<file path="config.mk">
export PLATFORM = sky130hd
export DESIGN_NAME = bus_sync_bridge
export DESIGN_NICKNAME = d
export VERILOG_FILES = /design/src/rtl/bsb_pkg.sv /design/src/rtl/bsb_phase_gen.sv /design/src/rtl/bsb_decode.sv /design/src/rtl/bsb_slow_seq.sv /design/src/rtl/bsb_fast_arb.sv /design/src/rtl/bus_sync_bridge.sv
export SDC_FILE = /design/constraint.sdc
export NUM_CORES = 1
export LEC_CHECK = 0
export ABC_AREA = 1
export BUFFER_PORTS_ARGS = -buffer_cell sky130_fd_sc_hd__buf_2
export CORE_ASPECT_RATIO = 1.75
export CORE_MARGIN = 4
export CORE_UTILIZATION = 25
export CTS_BUF_LIST = sky130_fd_sc_hd__clkbuf_4
export CTS_CLUSTER_DIAMETER = 50
export CTS_CLUSTER_SIZE = 10
export DETAILED_ROUTE_END_ITERATION = 10
export GPL_TIMING_DRIVEN = 0
export SETUP_SLACK_MARGIN = 0.2
export SYNTH_ARGS = -nofsm -noshare
export SYNTH_HDL_FRONTEND = slang
export SYNTH_SLANG_ARGS = --single-unit
</file>
<file path="constraint.sdc">
create_clock -name clk -period 1.6 [get_ports clk]
set_clock_uncertainty 0.15 [all_clocks]
set_input_delay 0.08 -clock clk [delete_from_list [all_inputs] [get_ports clk]]
set_output_delay 0.08 -clock clk [all_outputs]
set_load 0.01 [all_outputs]
</file>
<file path="src/rtl/bsb_pkg.sv">
package bsb_pkg;
  // Owner of the fast-memory port in the current cycle.
  typedef enum logic [1:0] {
    FM_IDLE = 2'd0,
    FM_CPU  = 2'd1,
    FM_DSP  = 2'd2
  } fm_src_e;
endpackage

</file>
<file path="src/rtl/bsb_phase_gen.sv">
// Divides the CPU clock into slow-bus cycles of RATIO CPU cycles each.
module bsb_phase_gen #(
  parameter int RATIO = 12
) (
  input  logic clk,
  input  logic rst,
  output logic strobe,
  output logic last
);
  localparam int PH_W = (RATIO > 2) ? $clog2(RATIO) : 1;
  localparam logic [PH_W-1:0] PH_LAST = PH_W'(RATIO - 1);

  logic [PH_W-1:0] ph_q;

  always_ff @(posedge clk) begin
    if (rst)                ph_q <= '0;
    else if (ph_q == PH_LAST) ph_q <= '0;
    else                    ph_q <= ph_q + 1'b1;
  end

  assign strobe = (ph_q == '0);
  assign last   = (ph_q == PH_LAST);
endmodule

</file>
<file path="src/rtl/bsb_decode.sv">
// Window match for the hardware-register region.
module bsb_decode #(
  parameter int ADDR_W = 16,
  parameter logic [ADDR_W-1:0] HW_BASE = 16'hD000,
  parameter logic [ADDR_W-1:0] HW_MASK = 16'hFF00
) (
  input  logic [ADDR_W-1:0] addr,
  output logic              is_hw
);
  assign is_hw = ((addr & HW_MASK) == HW_BASE);
endmodule

</file>
<file path="src/rtl/bsb_slow_seq.sv">
// Runs one slow-bus cycle per byte, starting only on a strobe.
module bsb_slow_seq #(
  parameter int ADDR_W = 16,
  parameter int BYTE_W = 8
) (
  input  logic                clk,
  input  logic                rst,
  input  logic                strobe,
  input  logic                last,
  input  logic                req,
  input  logic                word,
  input  logic                we,
  input  logic [ADDR_W-1:0]   addr,
  input  logic [2*BYTE_W-1:0] wdata,
  input  logic [BYTE_W-1:0]   sb_rdata,
  output logic                sb_cyc,
  output logic                sb_we,
  output logic [ADDR_W-1:0]   sb_addr,
  output logic [BYTE_W-1:0]   sb_wdata,
  output logic                done,
  output logic [2*BYTE_W-1:0] rdata
);
  logic              cyc_q;   // slow cycle owned after its first phase
  logic              idx_q;   // 0 = low byte, 1 = high byte of a word
  logic [BYTE_W-1:0] lo_q;    // low byte captured for word reads
  logic              live;

  // A cycle is live from its strobe phase through its last phase.
  assign live = cyc_q | (strobe & req);

  always_ff @(posedge clk) begin
    if (rst) begin
      cyc_q <= 1'b0;
      idx_q <= 1'b0;
      lo_q  <= '0;
    end else begin
      if (strobe)    cyc_q <= req;
      else if (last) cyc_q <= 1'b0;
      if (live && last) begin
        lo_q  <= sb_rdata;
        idx_q <= word & ~idx_q;
      end
    end
  end

  assign sb_cyc   = live;
  assign sb_we    = live & we;
  assign sb_addr  = addr + ADDR_W'(idx_q);
  assign sb_wdata = idx_q ? wdata[2*BYTE_W-1:BYTE_W] : wdata[BYTE_W-1:0];
  assign done     = live & last & (~word | idx_q);
  assign rdata    = word ? {sb_rdata, lo_q} : {{BYTE_W{1'b0}}, sb_rdata};
endmodule

</file>
<file path="src/rtl/bsb_fast_arb.sv">
// Shares the fast-memory port; the display read wins a conflict.
module bsb_fast_arb
  import bsb_pkg::*;
#(
  parameter int ADDR_W = 16,
  parameter int BYTE_W = 8
) (
  input  logic                cpu_fast,
  input  logic                cpu_word,
  input  logic                cpu_we,
  input  logic [ADDR_W-1:0]   cpu_addr,
  input  logic [2*BYTE_W-1:0] cpu_wdata,
  input  logic                dsp_valid,
  input  logic [ADDR_W-1:0]   dsp_addr,
  input  logic [2*BYTE_W-1:0] fm_rdata,
  output logic                fm_en,
  output logic                fm_we,
  output logic                fm_word,
  output logic [ADDR_W-1:0]   fm_addr,
  output logic [2*BYTE_W-1:0] fm_wdata,
  output logic                fast_done,
  output logic [2*BYTE_W-1:0] fast_rdata,
  output logic [BYTE_W-1:0]   dsp_rdata
);
  fm_src_e src;

  always_comb begin
    if (dsp_valid)     src = FM_DSP;
    else if (cpu_fast) src = FM_CPU;
    else               src = FM_IDLE;
  end

  always_comb begin
    fm_en    = (src != FM_IDLE);
    fm_we    = (src == FM_CPU) & cpu_we;
    fm_word  = (src == FM_CPU) & cpu_word;
    fm_addr  = (src == FM_DSP) ? dsp_addr : cpu_addr;
    fm_wdata = cpu_wdata;
  end

  assign fast_done  = (src == FM_CPU);
  assign fast_rdata = cpu_word ? fm_rdata : {{BYTE_W{1'b0}}, fm_rdata[BYTE_W-1:0]};
  assign dsp_rdata  = fm_rdata[BYTE_W-1:0];
endmodule

</file>
<file path="src/rtl/bus_sync_bridge.sv">
// Top: routes CPU requests to fast memory or the slow peripheral bus.
module bus_sync_bridge #(
  parameter int ADDR_W = 16,
  parameter int BYTE_W = 8,
  parameter int RATIO  = 12,
  parameter logic [ADDR_W-1:0] HW_BASE = 16'hD000,
  parameter logic [ADDR_W-1:0] HW_MASK = 16'hFF00
) (
  input  logic                clk,
  input  logic                rst,
  input  logic                cpu_valid,
  output logic                cpu_ready,
  input  logic [ADDR_W-1:0]   cpu_addr,
  input  logic                cpu_word,
  input  logic                cpu_we,
  input  logic [2*BYTE_W-1:0] cpu_wdata,
  output logic [2*BYTE_W-1:0] cpu_rdata,
  output logic                fm_en,
  output logic                fm_we,
  output logic                fm_word,
  output logic [ADDR_W-1:0]   fm_addr,
  output logic [2*BYTE_W-1:0] fm_wdata,
  input  logic [2*BYTE_W-1:0] fm_rdata,
  input  logic                dsp_valid,
  input  logic [ADDR_W-1:0]   dsp_addr,
  output logic [BYTE_W-1:0]   dsp_rdata,
  output logic                sb_strobe,
  output logic                sb_cyc,
  output logic                sb_we,
  output logic [ADDR_W-1:0]   sb_addr,
  output logic [BYTE_W-1:0]   sb_wdata,
  input  logic [BYTE_W-1:0]   sb_rdata
);
  localparam int WORD_W = 2 * BYTE_W;

  logic              is_hw;
  logic              ph_last;
  logic              slow_done;
  logic              fast_done;
  logic [WORD_W-1:0] slow_rdata;
  logic [WORD_W-1:0] fast_rdata;

  bsb_decode #(
    .ADDR_W(ADDR_W), .HW_BASE(HW_BASE), .HW_MASK(HW_MASK)
  ) u_dec (
    .addr(cpu_addr), .is_hw(is_hw)
  );

  bsb_phase_gen #(.RATIO(RATIO)) u_ph (
    .clk(clk), .rst(rst), .strobe(sb_strobe), .last(ph_last)
  );

  bsb_slow_seq #(.ADDR_W(ADDR_W), .BYTE_W(BYTE_W)) u_slow (
    .clk(clk), .rst(rst),
    .strobe(sb_strobe), .last(ph_last),
    .req(cpu_valid & is_hw), .word(cpu_word), .we(cpu_we),
    .addr(cpu_addr), .wdata(cpu_wdata), .sb_rdata(sb_rdata),
    .sb_cyc(sb_cyc), .sb_we(sb_we), .sb_addr(sb_addr), .sb_wdata(sb_wdata),
    .done(slow_done), .rdata(slow_rdata)
  );

  bsb_fast_arb #(.ADDR_W(ADDR_W), .BYTE_W(BYTE_W)) u_arb (
    .cpu_fast(cpu_valid & ~is_hw), .cpu_word(cpu_word), .cpu_we(cpu_we),
    .cpu_addr(cpu_addr), .cpu_wdata(cpu_wdata),
    .dsp_valid(dsp_valid), .dsp_addr(dsp_addr), .fm_rdata(fm_rdata),
    .fm_en(fm_en), .fm_we(fm_we), .fm_word(fm_word), .fm_addr(fm_addr),
    .fm_wdata(fm_wdata), .fast_done(fast_done), .fast_rdata(fast_rdata),
    .dsp_rdata(dsp_rdata)
  );

  assign cpu_ready = fast_done | slow_done;
  assign cpu_rdata = is_hw ? slow_rdata : fast_rdata;
endmodule

</file>
==> results of run 1 <==
-- per-layer routing --
layer | vias up | global-route usage | wire, um
li1 | 1361 | - | -
met2 | 99 | 0.359 | 4920
met1 | 1221 | 0.190 | 2870
met3 | 9 | 0.0213 | 458
met4 | 0 | 0.0388 | 114
met5 | - | 0 | 0
-- tightest hold or removal path, cell delays in order --
cell,delay (ps)
buf_2,90
inv_1,40
nand3_1,70
nand2_1,40
nor2_1,70
-- layout make-up --
| cell class | instances | area [um^2] | area share |
|---|---|---|---|
| timing repair buffer | 207 | 1310 | 0.370 |
| sequential | 14 | 292 | 0.0821 |
| inverter | 37 | 160 | 0.0451 |
| multi-input combinational | 218 | 1360 | 0.383 |
| clock buffer | 3 | 22.5 | 0.00634 |
| buffer | 35 | 294 | 0.0828 |
| tap | 84 | 105 | 0.0296 |
| clock inverter | 1 | 3.75 | 0.00106 |
-- metrics by stage --
stage / cell area, um^2 / hold WS [ps] / utilization / power (mW)
final: 3550 / -15.2 / 0.518 / 1.23
after global routing: 3550 / 25.8 / 0.518 / 1.31
after CTS: 3110 / 2.76 / 0.454 / 1.18
after detailed placement: 2740 / 123 / 0.399 / 0.920
after global placement: 2740 / 121 / 0.399 / 0.915
after floorplan: 1820 / -0.934 / - / 0.640
-- cell usage in the layout (no fill, tap or decap), types with 10 or more instances in the layout --
master	count
buf_6	19
nand2_1	79
buf_2	154
dfxtp_1	11
o21ai_0	19
xor2_1	14
a21oi_2	10
inv_1	29
nor2_1	23
buf_4	48
-- how the worst max path moves through the flow --
stage / from / to
final: u_slow.idx_q / sb_addr[14]
after CTS: u_slow.idx_q / sb_addr[14]
after floorplan: u_slow.idx_q / sb_addr[12]
after global routing: u_slow.idx_q / sb_addr[14]
after detailed placement: u_slow.idx_q / sb_addr[15]
after global placement: u_slow.idx_q / sb_addr[15]
-- cell families after synthesis --
group | count (synthesis)
buffers and inverters | 72
and+or+nand+nor | 150
AOI/OAI and AO/OA | 49
adders and majority gates | 4
DFF | 14
xor gates and xnor gates | 15
-- flip-flops by register name, summed over array words and instances, names as in the netlist --
signal / cells
u_slow.cyc_q: 1
u_ph.ph_q: 4
u_slow.idx_q: 1
u_slow.lo_q: 8
-- timing repair --
action,CTS,global route
gates resized for setup,44,72
pin swaps,13,19
hold buffers,6,0
gates cloned,1,1
setup endpoints to repair,67,55
setup buffers,15,22
endpoints found under the hold margin,6,0
-- power groups by stage --
stage / Clock [mW] / Combinational, mW / Sequential, mW
2_1_floorplan: 0 / 0.273 / 0.367
3_3_place_gp: 0 / 0.547 / 0.367
3_5_place_dp: 0 / 0.552 / 0.368
4_1_cts: 0.217 / 0.605 / 0.361
5_1_grt: 0.236 / 0.713 / 0.362
6_report: 0.218 / 0.649 / 0.361
==> flow_summary.ini, run 1 <==
[outcome]
outcome = finished with violations
violations = negative hold slack, negative setup slack

[clock_tree]
clock_latency_ps = 290
clk_pin_slew_worst_paths_ps = 90
cts_buffers = 3
cts_tree = yes
cts.sinks = 14
clockBufferDepth = 2
clockRootBuffer = clkbuf_4
htreeDepth = 1

[timing]
setup_viol_count_final = 22
worst_pin_slew_ps = 505
fin_crit_ps = 1940
worst_slack_ps = -343
max_freq_mhz = 515
slew_viol_final = 0
final_hold_viol_count = 1
max_slew_margin = 0.664
final.setup.tns_ps = -3860
rsz0062_at_grt = true
fin_crit_sh = 1.21
finalHoldWorstSlack_ps = -15.2

[power]
intPower_uw = 758
switching_share = 0.383
leakage_nw = 1.93
comb_power_share = 0.528
ir_drop_mv = 0.299
power_frac_clock = 0.178
p_switching_uw = 469
p_seq_frac = 0.294
p_per_area_nw_per_um2 = 346

[critical_path]
worstPathCellList = ha_4, ha_4, nand2_2, nor2_4, nand4_1, xor2_2, buf_2
cp.arrival_ps = 1710
cp-end-kind = output pin
path_max_fanout = 3
cp.depth = 7
slowest_delay_ps = 370
crit_slowest_cell = dfxtp_4
reg2reg_from = u_ph.ph_q[0]
critical_path_required_ps = 1370
r2r_end = u_slow.idx_q
crit_path_frequent_cell = ha_4
worst_setup_path_start_kind = flip-flop
rr_worst_depth = 11
critPathBufInv = 1
crit_type = flip-flop to output pin
critical-path-top-delay-family = simple AND/OR/NAND/NOR gates
rrSetupSlack_ps = -60

[yosys]
synth_top_family_by_area = simple AND/OR/NAND/NOR gates
synth_compound_area_frac = 0.146
synth_xor_xnor_area_share = 0.0752
synth_cell_types = 25
synth_fa_ha_area_frac = 0.0286
synth_top_area_frac = 0.189
syn_nets = 386
synth_area_um2 = 1750
yosysSeqAreaShare = 0.160
post-synth-top-area-cell = nand2_1
avgSynthCellArea_um2 = 5.75
synth_area_leaders = nand2_1 19%, dfxtp_1 16%, buf_4 10%
synth_ff_type = dfxtp_1
syn_inst = 304
synth_edf_count = 0
synthMostInstantiatedCell = nand2_1
ys_warn_count = 0
yosys.area_share.simple = 0.376
synth-seq-cells = 14
synth_mux_area_frac = 0
synthTopCellsByCount = 88 x nand2_1, 33 x inv_1, 30 x nor2_1
synthArstFlopShare = 0

[detailed_routing]
drtIter0Drc = 93
firstDrtPassIters = 4
post_drt_wl_per_cell_um = 14.0
drc = 0
post_drt_via_cell_ratio = 4.49
num_vias = 2690
ant_nets = 0
drt-total-wl_mm = 8.36

[global_routing]
grt_max_degree = 11
antenna_found_initial = 0
grt_first_pass_wirelength_mm = 12.4
grt_usage = 0.179
grt_pass1_vias = 2533
grt_overflow_total = 0

[worst_hold_path]
hp-start = sb_rdata[1]
hold_end = u_slow.lo_q[1]
whs_path_depth = 5
min_path_type = primary input to flip-flop

[final_layout]
antenna_cells = 0
final_nets = 598
syn_to_final_growth_pct = 103
fillers = 688
stdcell_count = 599
drive_above_1_share = 0.577

[placed_design]
post-place-ws_ps = -149
place_congestion = 0.887
hpwlAfterDp_mm = 6.53
placedCellCount = 550
portBuffers = 162

[die]
die_h_um = 119
die_area_um2 = 8450
io_pins = 165
core_area_um2 = 6860
initial_core_util = 0.255
rows = 40
die_w_um = 71.2

[flow_run]
drv_cap = 0
(Power assumes the default switching activity.)
==> inputs of run 2 (changes only) <==
--- a/config.mk
+++ b/config.mk
@@ -5,7 +5,6 @@
 export SDC_FILE = /design/constraint.sdc
 export NUM_CORES = 1
 export LEC_CHECK = 0
-export ABC_AREA = 1
 export BUFFER_PORTS_ARGS = -buffer_cell sky130_fd_sc_hd__buf_2
 export CORE_ASPECT_RATIO = 1.75
 export CORE_MARGIN = 4
==> constraint.sdc (replaced) <==
create_clock -name clk -period 1.7 [get_ports clk]
set_clock_uncertainty 0.15 [all_clocks]
set_input_delay 0.085 -clock clk [delete_from_list [all_inputs] [get_ports clk]]
set_output_delay 0.085 -clock clk [all_outputs]
set_load 0.01 [all_outputs]
==> run 2 against run 1 <==
  * The run ends with negative setup slack left
  * Total power fell by 6.0%
  * Sequential power fell by 5%
  * Clock power down 9%
  * Largest cell class unchanged
  * Register-to-register slack barely moved
  * Critical path type unchanged
  * Largest power group unchanged
  * Global-route usage decreased by 1.5 points
  * Via count fell by 16%
  * Setup slack better by 180 ps
  * Non-clock buffer count is 8 lower
  * Core utilization rose by 0.80 points
==> flow_summary.ini, run 2 <==
[outcome]
outcome = finished with violations
violations = negative setup slack

[timing]
slew_viol_final = 0
finalHoldWorstSlack_ps = 128
fin_crit_ps = 1860
setup_viol_count_final = 22
max_freq_mhz = 536
max_slew_margin = 0.599
rsz0062_at_grt = true
final_hold_viol_count = 0
worst_slack_ps = -165
worst_pin_slew_ps = 602
fin_crit_sh = 1.10

[detailed_routing]
drtIter0Drc = 43
post_drt_via_cell_ratio = 4.53
drt-total-wl_mm = 7.03
firstDrtPassIters = 3
num_vias = 2249
drc = 0
ant_nets = 0
post_drt_wl_per_cell_um = 14.2

[clock_tree]
cts.sinks = 14
cts_buffers = 3
htreeDepth = 1
cts_tree = yes
clock_latency_ps = 280
clk_pin_slew_worst_paths_ps = 80
clockRootBuffer = clkbuf_4
clockBufferDepth = 2

[critical_path]
crit_path_frequent_cell = ha_4
slowest_delay_ps = 370
cp-end-kind = output pin
crit_slowest_cell = dfxtp_4
worst_setup_path_start_kind = flip-flop
worstPathCellList = ha_4, ha_4, and3_4, buf_8, nand4_1, xnor2_2, buf_2
critical_path_required_ps = 1460
path_max_fanout = 5
cp.arrival_ps = 1630
crit_type = flip-flop to output pin

[yosys]
synth_ff_type = dfxtp_1
yosysSeqAreaShare = 0.165
synthArstFlopShare = 0
ys_warn_count = 0
post-synth-top-area-cell = dfxtp_1
synth_area_um2 = 1700
synth_edf_count = 0
synth_cell_types = 32
synth_area_leaders = dfxtp_1 17%, mux2_2 15%, mux2i_1 11%
synthMostInstantiatedCell = nand2_1
synth-seq-cells = 14
synthTopCellsByCount = 34 x nand2_1, 24 x buf_4, 23 x mux2_2
syn_nets = 293
avgSynthCellArea_um2 = 8.04
syn_inst = 211
synth_top_area_frac = 0.165

[worst_hold_path]
min_path_type = primary input to flip-flop

[power]
p_per_area_nw_per_um2 = 333
leakage_nw = 1.73
ir_drop_mv = 0.190

[final_layout]
syn_to_final_growth_pct = 104
regMostFlops = u_slow.lo_q
design_area_um2 = 3460
layout_commonest_cell = buf_2
antenna_cells = 0
final_cell_mix = 157 x buf_2, 37 x buf_4, 23 x mux2_2
final_nets = 497
largest_reg_flops = 8
final_util = 0.526
top_regs = u_slow.lo_q: 8 flops, u_ph.ph_q: 4 flops
fillers = 620
drive_above_1_share = 0.761

[placed_design]
portBuffers = 163
hpwlAfterDp_mm = 5.42
placed_area_um2 = 2660
place_congestion = 0.756

[global_routing]
grt_overflow_total = 0
grt_first_pass_wirelength_mm = 11.0
antenna_found_initial = 0
grt_pass1_vias = 2309
grt_usage = 0.165
grt_max_degree = 11

[die]
initial_core_util = 0.258
die_area_um2 = 8220
io_pins = 165
die_h_um = 117
rows = 39
core_area_um2 = 6590
die_w_um = 70.3

[flow_run]
drv_cap = 0
run 2: changes by cell type in the layout (fill, tap and decap cells not counted), sizes merged, moves of 5 or more:
cell	change
a21oi	-8
mux2	+23
o21ai	-11
nor3b	+5
nand2	-57
xor2	-13
nor2b	+9
buf	-11
nor2	-29
mux2i	+18
a31oi	-8
inv	-30
nand3	-8
xnor2	+12
run 2: final timing paths:
| path | startpoint | end | slack [ps] | cells past startpoint |
|---|---|---|---|---|
| worst max register to register | u_ph.ph_q[0] | u_slow.lo_q[4] | -70 | 9 |
| worst max-delay path | u_slow.idx_q | sb_addr[12] | -160 | 7 |
| worst min register to register | u_slow.lo_q[3] | u_slow.lo_q[3] | 310 | 2 |
| worst min-delay path | cpu_valid | u_slow.cyc_q | 130 | 5 |
run 2: area by class of cell:
cell class / instances / area [um^2] / area share
timing repair buffer: 199 / 1260 / 0.363
inverter: 4 / 20.0 / 0.00578
sequential: 14 / 292 / 0.0842
buffer: 35 / 297 / 0.0856
multi-input combinational: 158 / 1470 / 0.424
tap: 82 / 103 / 0.0296
clock buffer: 3 / 22.5 / 0.00650
clock inverter: 1 / 3.75 / 0.00108
run 2: metal layers:
metal,global-route usage,share of wire,vias to the layer above
li1,-,-,1114
met4,0.0512,0.016,0
met3,0.0350,0.071,10
met1,0.159,0.30,1044
met5,0,0,-
met2,0.339,0.61,81
run 2: timing repair:
item / in CTS / in global routing
endpoints found under the hold margin: 12 / 0
cloned: 4 / 0
pin swaps: 27 / 23
setup buffers: 15 / 8
gates resized for setup: 71 / 46
setup endpoints to repair: 51 / 57
hold buffers: 9 / 0
run 2: critical path, delay by kind of cell, from the launching register on:
kind | cells | cell delay [ps]
adders and majority gates | 2 | 260
and+or+nand+nor | 2 | 300
buffers and inverters | 2 | 260
xor gates and xnor gates | 1 | 150
DFF | 1 | 370
run 2: power by group:
| part | internal, mW | total, mW | switching, mW | leakage, nW |
|---|---|---|---|---|
| registers | 0.332 | 0.343 | 0.0102 | 0.115 |
| clock network | 0.0854 | 0.199 | 0.113 | 0.0154 |
| logic | 0.331 | 0.612 | 0.281 | 1.60 |
run 2: kinds of logic (layout without fill, tap and decap cells):
logic type	after synthesis	after routing	synth area share
DFF	14	14	0.165
buffers and inverters	39	242	0.150
and+or+nand+nor	75	75	0.245
AOI/OAI and AO/OA	24	24	0.0797
xor gates and xnor gates	14	14	0.0723
muxes	41	41	0.259
adders and majority gates	4	4	0.0295
run 2: stage by stage:
stage               cells  power, mW  worst slack, ps  TNS (ps)
CTS                   488       1.12             -179     -1210
detailed placement    456      0.858            -31.3      -193
finish                496       1.15             -165     -1550
global route          496       1.23             -231     -3090
floorplan             211      0.600              215         0
global placement      456      0.849            -25.7      -145
